File: src/rtl/sram_cap_pkg.sv
package sram_cap_pkg;

  typedef enum logic [2:0] {
    ENG_IDLE    = 3'd0,
    ENG_WR_LOW  = 3'd1,
    ENG_WR_HIGH = 3'd2,
    ENG_RD_ADDR = 3'd3,
    ENG_RD_SAMP = 3'd4
  } eng_state_e;

  typedef struct packed {
    logic clr;
    logic ld_lo;
    logic ld_mid;
    logic ld_up;
  } ptr_cmd_t;

endpackage

File: src/rtl/cap_addr_ptr.sv
module cap_addr_ptr
  import sram_cap_pkg::*;
#(
  parameter int ADDR_W = 18,
  parameter int BYTE_W = 8
) (
  input  logic              clk,
  input  logic              rst_n,
  input  ptr_cmd_t          cmd,
  input  logic [BYTE_W-1:0] din,
  input  logic              inc,
  output logic [ADDR_W-1:0] ptr,
  output logic              full,
  output logic              load_evt,
  output logic              wrap_evt
);

  localparam int SEG_LO  = 0;
  localparam int SEG_MID = 1;
  localparam int SEG_UP  = 2;

  // Replace one byte-sized field of the pointer; bits beyond ADDR_W are lost.
  function automatic logic [ADDR_W-1:0] seg_load(
    input logic [ADDR_W-1:0] cur,
    input int                seg,
    input logic [BYTE_W-1:0] b
  );
    logic [ADDR_W-1:0] r;
    r = cur;
    for (int i = 0; i < ADDR_W; i++) begin
      if ((i / BYTE_W) == seg) r[i] = b[i % BYTE_W];
    end
    return r;
  endfunction

  // Step with carry-out; the carry marks a rollover.
  function automatic logic [ADDR_W:0] ptr_advance(input logic [ADDR_W-1:0] cur);
    return {1'b0, cur} + {{ADDR_W{1'b0}}, 1'b1};
  endfunction

  logic [ADDR_W-1:0] ptr_nxt;
  logic              full_nxt;
  logic [ADDR_W:0]   stepped;

  assign load_evt = cmd.ld_lo | cmd.ld_mid | cmd.ld_up;
  assign stepped  = ptr_advance(ptr);
  assign wrap_evt = inc & ~cmd.clr & ~load_evt & stepped[ADDR_W];

  always_comb begin
    ptr_nxt  = ptr;
    full_nxt = full;
    if (cmd.clr) begin
      ptr_nxt  = '0;
      full_nxt = 1'b0;
    end else if (cmd.ld_lo) begin
      ptr_nxt  = seg_load(ptr, SEG_LO, din);
      full_nxt = 1'b0;
    end else if (cmd.ld_mid) begin
      ptr_nxt  = seg_load(ptr, SEG_MID, din);
      full_nxt = 1'b0;
    end else if (cmd.ld_up) begin
      ptr_nxt  = seg_load(ptr, SEG_UP, din);
      full_nxt = 1'b0;
    end else if (inc) begin
      ptr_nxt  = stepped[ADDR_W-1:0];
      full_nxt = full | stepped[ADDR_W];
    end
  end

  always_ff @(posedge clk or negedge rst_n) begin
    if (!rst_n) begin
      ptr  <= '0;
      full <= 1'b0;
    end else begin
      ptr  <= ptr_nxt;
      full <= full_nxt;
    end
  end

endmodule

File: src/rtl/cap_engine.sv
module cap_engine
  import sram_cap_pkg::*;
#(
  parameter int ADDR_W = 18,
  parameter int DATA_W = 8
) (
  input  logic              clk,
  input  logic              rst_n,
  input  logic              acq_active,
  input  logic              smp_valid,
  input  logic [DATA_W-1:0] smp_data,
  input  logic              host_rd,
  input  logic [ADDR_W-1:0] ptr,
  input  logic              full,
  input  logic              flag_clr,
  input  logic [DATA_W-1:0] sram_dq_i,
  output logic [ADDR_W-1:0] sram_addr,
  output logic [DATA_W-1:0] sram_dq_o,
  output logic              sram_dq_oe,
  output logic              sram_ce_n,
  output logic              sram_we_n,
  output logic              sram_oe_n,
  output logic [DATA_W-1:0] rd_data,
  output logic              rd_valid,
  output logic              rd_busy,
  output logic              ovf,
  output logic              inc,
  output logic              drop_evt
);

  eng_state_e        state, state_nxt;
  logic [ADDR_W-1:0] hold_addr;
  logic [DATA_W-1:0] hold_data;
  logic              idle, start_wr, start_rd, refuse;

  assign idle     = (state == ENG_IDLE);
  assign start_wr = acq_active & smp_valid & idle & ~full;
  assign drop_evt = acq_active & smp_valid & (~idle | full);
  assign start_rd = host_rd & ~acq_active & idle;
  assign refuse   = host_rd & ~start_rd;
  assign inc      = (state == ENG_WR_HIGH) | (state == ENG_RD_SAMP);

  always_comb begin
    state_nxt = state;
    unique case (state)
      ENG_IDLE: begin
        if (start_wr)      state_nxt = ENG_WR_LOW;
        else if (start_rd) state_nxt = ENG_RD_ADDR;
      end
      ENG_WR_LOW:  state_nxt = ENG_WR_HIGH;
      ENG_WR_HIGH: state_nxt = ENG_IDLE;
      ENG_RD_ADDR: state_nxt = ENG_RD_SAMP;
      ENG_RD_SAMP: state_nxt = ENG_IDLE;
      default:     state_nxt = ENG_IDLE;
    endcase
  end

  always_ff @(posedge clk or negedge rst_n) begin
    if (!rst_n) begin
      state     <= ENG_IDLE;
      hold_addr <= '0;
      hold_data <= '0;
      rd_data   <= '0;
      rd_valid  <= 1'b0;
      rd_busy   <= 1'b0;
      ovf       <= 1'b0;
    end else begin
      state    <= state_nxt;
      rd_valid <= (state == ENG_RD_SAMP);
      rd_busy  <= refuse;
      if (start_wr | start_rd) hold_addr <= ptr;
      if (start_wr)            hold_data <= smp_data;
      if (state == ENG_RD_SAMP) rd_data <= sram_dq_i;
      if (flag_clr)       ovf <= 1'b0;
      else if (drop_evt)  ovf <= 1'b1;
    end
  end

  assign sram_addr  = hold_addr;
  assign sram_dq_o  = hold_data;
  assign sram_dq_oe = (state == ENG_WR_LOW) | (state == ENG_WR_HIGH);
  assign sram_ce_n  = idle;
  assign sram_we_n  = (state != ENG_WR_LOW);
  assign sram_oe_n  = ~((state == ENG_RD_ADDR) | (state == ENG_RD_SAMP));

endmodule

File: src/rtl/sram_capture_ctrl.sv
module sram_capture_ctrl
  import sram_cap_pkg::*;
#(
  parameter int ADDR_W = 18,
  parameter int DATA_W = 8
) (
  input  logic              clk,
  input  logic              rst_n,
  input  logic              acq_active,
  input  logic              smp_valid,
  input  logic [DATA_W-1:0] smp_data,
  input  logic              host_clr,
  input  logic              host_ld_lo,
  input  logic              host_ld_mid,
  input  logic              host_ld_up,
  input  logic [DATA_W-1:0] host_din,
  input  logic              host_rd,
  output logic [DATA_W-1:0] rd_data,
  output logic              rd_valid,
  output logic              rd_busy,
  output logic [ADDR_W-1:0] addr_q,
  output logic              full,
  output logic              empty,
  output logic              ovf,
  output logic [ADDR_W-1:0] sram_addr,
  output logic [DATA_W-1:0] sram_dq_o,
  output logic              sram_dq_oe,
  input  logic [DATA_W-1:0] sram_dq_i,
  output logic              sram_ce_n,
  output logic              sram_we_n,
  output logic              sram_oe_n
);

  ptr_cmd_t cmd;
  logic     ptr_inc, load_evt, wrap_evt, drop_evt, flag_clr;

  assign cmd      = '{clr: host_clr, ld_lo: host_ld_lo, ld_mid: host_ld_mid, ld_up: host_ld_up};
  assign flag_clr = host_clr | load_evt;

  cap_addr_ptr #(.ADDR_W(ADDR_W), .BYTE_W(DATA_W)) u_ptr (
    .clk      (clk),
    .rst_n    (rst_n),
    .cmd      (cmd),
    .din      (host_din),
    .inc      (ptr_inc),
    .ptr      (addr_q),
    .full     (full),
    .load_evt (load_evt),
    .wrap_evt (wrap_evt)
  );

  cap_engine #(.ADDR_W(ADDR_W), .DATA_W(DATA_W)) u_eng (
    .clk        (clk),
    .rst_n      (rst_n),
    .acq_active (acq_active),
    .smp_valid  (smp_valid),
    .smp_data   (smp_data),
    .host_rd    (host_rd),
    .ptr        (addr_q),
    .full       (full),
    .flag_clr   (flag_clr),
    .sram_dq_i  (sram_dq_i),
    .sram_addr  (sram_addr),
    .sram_dq_o  (sram_dq_o),
    .sram_dq_oe (sram_dq_oe),
    .sram_ce_n  (sram_ce_n),
    .sram_we_n  (sram_we_n),
    .sram_oe_n  (sram_oe_n),
    .rd_data    (rd_data),
    .rd_valid   (rd_valid),
    .rd_busy    (rd_busy),
    .ovf        (ovf),
    .inc        (ptr_inc),
    .drop_evt   (drop_evt)
  );

  assign empty = ~|addr_q;

endmodule

File: config.mk
export PLATFORM = sky130hd
export DESIGN_NAME = sram_capture_ctrl
export DESIGN_NICKNAME = d
export VERILOG_FILES = /design/src/rtl/sram_cap_pkg.sv /design/src/rtl/cap_addr_ptr.sv /design/src/rtl/cap_engine.sv /design/src/rtl/sram_capture_ctrl.sv
export SDC_FILE = /design/constraint.sdc
export NUM_CORES = 1
export LEC_CHECK = 0
export ABC_AREA = 1
export BUFFER_PORTS_ARGS = -buffer_cell sky130_fd_sc_hd__buf_2
export CORE_MARGIN = 10
export CORE_UTILIZATION = 56
export CTS_CLUSTER_DIAMETER = 80
export DETAILED_ROUTE_END_ITERATION = 10
export GPL_ROUTABILITY_DRIVEN = 0
export HOLD_SLACK_MARGIN = 0.12
export PLACE_DENSITY = 0.85
export SYNTH_ARGS = -nofsm -noshare
export SYNTH_HDL_FRONTEND = slang
export SYNTH_HIERARCHICAL = 1
export SYNTH_SLANG_ARGS = --single-unit
File: constraint.sdc
create_clock -name clk -period 3.56 [get_ports clk]
set_input_delay 1.068 -clock clk [delete_from_list [all_inputs] [get_ports clk]]
set_output_delay 1.068 -clock clk [all_outputs]
set_load 0.02 [all_outputs]
==> impl_metrics.yaml, run 1 <==
sta:
  timing.clock.skew_ns: 0.00630
  timing.final.crit_period_ns: 2.70
  rsz0062_at_grt: "no"
  setup_violations: 0
  fmax_mhz: 371
  hold_violations: 0
  slew_headroom: 0.535
  period_share: 0.757
  worst_pin_slew_ns: 0.694
  finalSetupTns_ns: 0
  drv_slew: 0
cts:
  hold_buffers: 0
  numCtsBuffers: 9
  clock_latency_ns: 0.33
  clockBufferDepth: 2
  root_buffer: "clkbuf_8"
  cts_sinks: 59
  cts_setup_buffers: 0
  htree_num_levels: 3
  cts_resized: 0
  clk_pin_slew_worst_paths_ns: 0.07
  cts_tree: "built"
floorplan:
  initial_core_util: 0.578
  core_um2: 5540
  die_h_um: 95.6
  fp.dieW_um: 95.6
  core.rowCount: 27
  ioPinCount: 94
  die_area_um2: 9150
power_and_ir_drop:
  leakagePower_uw: 0.00218
  share_comb_of_total_power: 0.349
  irDropWorstVdd_mv: 0.378
  swShare: 0.385
  switchingPower_uw: 1020
  total_power_uw: 2640
  p_clk_frac: 0.284
  pwr-share-seq: 0.367
  cellPowerDensity_nw_per_um2: 670
  intPower_uw: 1620
logic_synthesis:
  syn_nets: 452
  syn_area_um2: 3200
  avgSynthCellArea_um2: 7.67
  yosys_warnings: 6
  syn_inst: 418
critical_path:
  crit_path_start_kind: "flop"
  cp_data_required_time_ns: 2.49
  arrival_ns: 1.63
  reg2reg_slack_ns: 1.63
  cp_max_fo: 10
  worstSetupPathType: "flop to output pin"
  worstSetupEndpointType: "output pin"
route:
  vias: 3126
  remaining_drc_errors: 0
  drt_iter0_markers: 201
  wl_per_cell_um: 14.9
  drtPass1Iterations: 4
  viasPerCell: 5.28
  wirelength_um: 8830
  ant_nets: 0
layout:
  fin_cells: 592
  area_growth_pct: 22.8
  nNetsFinal: 549
  diodes: 0
  drive_above_1_share: 0.281
global_routing:
  grt_pass1_wl_um: 14100
  antenna_found_initial: 0
  grt_max_degree: 36
  grt_pass1_vias: 3062
  overflow: 0
  grtUsageTotal: 0.196
place:
  dp_cells: 576
  dpl.hpwl_um: 6650
  portBuffers: 93
run_status:
  outcome: "completed"
hold_path:
  min_path_type: "flop to flop"
flow_run:
  max_cap_viol_count: 0
final timing paths:
kind                             startpoint                to  depth (start not counted)
setup / recovery             u_eng/state[1]         sram_oe_n                          5
hold / removal             u_eng/rd_data[1]  u_eng/rd_data[1]                          2
setup reg to reg             u_eng/state[1]      u_ptr/ptr[8]                          7
hold reg to reg            u_eng/rd_data[1]  u_eng/rd_data[1]                          2
max in group asynchronous             rst_n     u_ptr/ptr[12]                          2
min in group asynchronous             rst_n         u_eng/ovf                          1
stage by stage:
stage	hold WS [ns]	cell area (µm²)	utilization	setup slack [ns]
final	0.479	3930	0.710	0.865
after global routing	0.504	3930	0.710	0.720
after floorplan	0.474	3200	-	1.35
after global placement	0.456	3680	0.665	1.23
after CTS	0.482	3930	0.710	0.846
after detailed placement	0.466	3680	0.665	1.16
flip-flops by register name, indices dropped and copies added, names as in the netlist:
name,flops
u_eng/sram_addr,18
u_eng/rd_data,8
u_eng/sram_dq_o,8
u_eng/state,3
u_eng/ovf,1
u_eng/rd_busy,1
u_ptr/full,1
u_eng/rd_valid,1
u_ptr/ptr,18
routing by layer:
layer	share of wire	vias up	wire length, µm	track usage
met5	0	-	0	0
met4	0.013	0	111	0.0651
met3	0.10	11	901	0.0699
met2	0.46	137	4070	0.318
met1	0.42	1460	3750	0.236
li1	-	1518	-	-
cell usage in the layout (no fill, tap or decap), types with 2 or more instances in the layout:
cell type  count
nand2_1      167
buf_2         93
dfrtp_1       59
inv_1         36
nor2_1        30
nand3_1       30
o21ai_0       12
clkbuf_8      10
o21ai_1       10
nand3_2        9
nor2_2         5
nor2_4         5
nand2_2        4
inv_2          4
a21oi_1        4
o22ai_1        4
o21bai_1       4
bufinv_16      3
nand2_4        3
nand4_1        3
a22oi_1        3
or2_2          2
buf_4          2
a31oi_1        2
worst max-delay path: stages (launching register included):
cell and delay [ns]:
dfrtp_1 0.42, nor2_4 0.08, nand2_2 0.17, clkinv_1 0.28, nor2_1 0.15, buf_2 0.19
layout make-up:
| type | count | area (µm²) |
|---|---|---|
| Clock buffer | 10 | 138 |
| Tap cell | 72 | 90.1 |
| Clock inverter | 6 | 111 |
| Inverter | 42 | 160 |
| Timing Repair Buffer | 95 | 480 |
| Fill cell | 459 | 1610 |
| Sequential cell | 59 | 1480 |
| Multi-Input combinational cell | 308 | 1480 |
power groups by stage:
stage	registers [µW]	logic, µW	clock network (µW)
2_1_floorplan	1170	422	0
3_3_place_gp	970	903	0
3_5_place_dp	981	927	0
4_1_cts	970	931	765
5_1_grt	995	1000	801
6_report	968	920	749
Power figures use the tool's default switching activity.
==> inputs of run 2 (changes only) <==
- ABC_AREA: 1 -> 0
- CORE_UTILIZATION: 56 -> 51
- PLACE_DENSITY: 0.85 -> 0.8
- clock period: 3.56 -> 2.73 ns (I/O delays scaled with it)
==> impl_metrics.yaml, run 2 <==
critical_path:
  r2r_start: "u_eng/state[1]"
  cp_max_fo: 8
  cp_top_family: "simple AND/OR/NAND/NOR gates"
  cp_num_cells: 3
  cpMaxStageDelayCell: "or4_1"
  slowest_delay_ns: 0.59
  critPathBufInv: 1
  cp_cell_sequence: "or4_1, nor4_2, buf_2"
  crit_path_start_kind: "flop"
  cp_data_required_time_ns: 1.91
  reg2reg_depth: 6
  worstSetupEndpointType: "output pin"
  arrival_ns: 1.82
  worstSetupPathType: "flop to output pin"
  reg2reg_slack_ns: 0.49
  reg2reg_to: "u_ptr/ptr[5]"
cts:
  clock_latency_ns: 0.34
  cts_setup_buffers: 0
  htree_num_levels: 3
  hold_buffers: 0
  cts_resized: 0
  numCtsBuffers: 9
  cts_sinks: 59
  clockBufferDepth: 2
  cts_tree: "built"
  root_buffer: "clkbuf_8"
  clk_pin_slew_worst_paths_ns: 0.06
sta:
  timing.clock.skew_ns: 0.00879
  timing.final.crit_period_ns: 2.64
  finalSetupTns_ns: 0
  fmax_mhz: 378
  setup_violations: 0
  slew_headroom: 0.528
  rsz0062_at_grt: "no"
  drv_slew: 0
  worst_pin_slew_ns: 0.707
  period_share: 0.968
  hold_violations: 0
route:
  wl_per_cell_um: 18.6
  remaining_drc_errors: 0
  wirelength_um: 7960
  ant_nets: 0
  viasPerCell: 5.78
  drtPass1Iterations: 4
  vias: 2475
  drt_iter0_markers: 187
power_and_ir_drop:
  irDropWorstVdd_mv: 0.488
  cellPowerDensity_nw_per_um2: 910
  leakagePower_uw: 0.00182
  total_power_uw: 3380
layout:
  diodes: 0
  nNetsFinal: 385
  area_growth_pct: 23.7
  drive_above_1_share: 0.449
  final_cell_mix: "buf_2, dfrtp_1, mux2_2"
  final_common_cell: "buf_2"
  fillers: 481
global_routing:
  grt_pass1_wl_um: 13200
  grt_max_degree: 37
  grt_pass1_vias: 2596
  overflow: 0
  grtUsageTotal: 0.169
  antenna_found_initial: 0
floorplan:
  fp.dieW_um: 96.7
  core.rowCount: 27
  core_um2: 5610
  die_area_um2: 9350
  ioPinCount: 94
  die_h_um: 96.7
  initial_core_util: 0.535
place:
  portBuffers: 93
  dpl.hpwl_um: 5990
logic_synthesis:
  syn_inst: 255
  syn_area_um2: 3000
  syn_nets: 289
  yosys_warnings: 6
  avgSynthCellArea_um2: 11.8
run_status:
  outcome: "completed"
hold_path:
  min_path_type: "input port to asynchronous set/reset pin"
flow_run:
  max_cap_viol_count: 0
run 2: cell count changes in the layout (fill, tap and decap cells not counted), moves of 10 or more:
cell / previous run / this run
nand2_1: 167 / 19
nand3_1: 30 / 8
o21ai_0: 12 / 2
nor2_1: 30 / 13
inv_1: 36 / 6
mux2_2: 0 / 26
o21ai_1: 10 / 0
run 2: worst max path at each step:
| stage | slack, ns | endpoint | startpoint |
|---|---|---|---|
| floorplan | 0.35 | empty | u_ptr/ptr[5] |
| global placement | 0.48 | empty | u_ptr/ptr[5] |
| detailed placement | 0.46 | empty | u_ptr/ptr[5] |
| CTS | 0.09 | empty | u_ptr/ptr[5] |
| global route | 0.02 | empty | u_ptr/ptr[5] |
| finish | 0.09 | empty | u_ptr/ptr[5] |
run 2: metrics by stage:
step	instance area, µm²	hold slack (ns)	util	cells	setup WS [ns]
final	3710	0.481	0.662	428	0.0874
after global routing	3710	0.511	0.662	428	0.0150
after CTS	3710	0.495	0.662	428	0.0898
after detailed placement	3520	0.490	0.627	412	0.455
after global placement	3520	0.476	0.627	412	0.477
after floorplan	3000	0.523	-	255	0.354
run 2: power by group:
group | total, µW | leakage (µW) | switching (µW) | internal, µW
registers | 1290 | 0.000767 | 168 | 1120
logic | 1310 | 0.000950 | 750 | 559
clock network | 778 | 0.0000991 | 337 | 441
total | 3380 | 0.00182 | 1250 | 2120
run 2: metal layers:
layer	global-route usage	part of all wire	vias up	routed length [µm]
li1	-	-	1152	-
met1	0.189	0.41	1181	3240
met2	0.280	0.49	131	3890
met3	0.0703	0.093	11	740
met4	0.0620	0.012	0	99
met5	0	0	-	0
run 2: area by class of cell:
cell class / instances / area, µm² / share of cell area
Clock inverter: 5 / 52.6 / 0.0142
Multi-Input combinational cell: 177 / 1410 / 0.381
Timing Repair Buffer: 98 / 515 / 0.139
Tap cell: 72 / 90.1 / 0.0243
Clock buffer: 11 / 141 / 0.0381
Inverter: 6 / 22.5 / 0.00607
Sequential cell: 59 / 1480 / 0.398
run 2: worst register-to-register path, stage by stage, from the launching register on:
cell      delay (ns)
dfrtp_1         0.47
xnor2_1         0.16
nor2_1          0.34
nor3b_2         0.57
nand3_1         0.18
xor2_1          0.18
a211oi_1        0.25
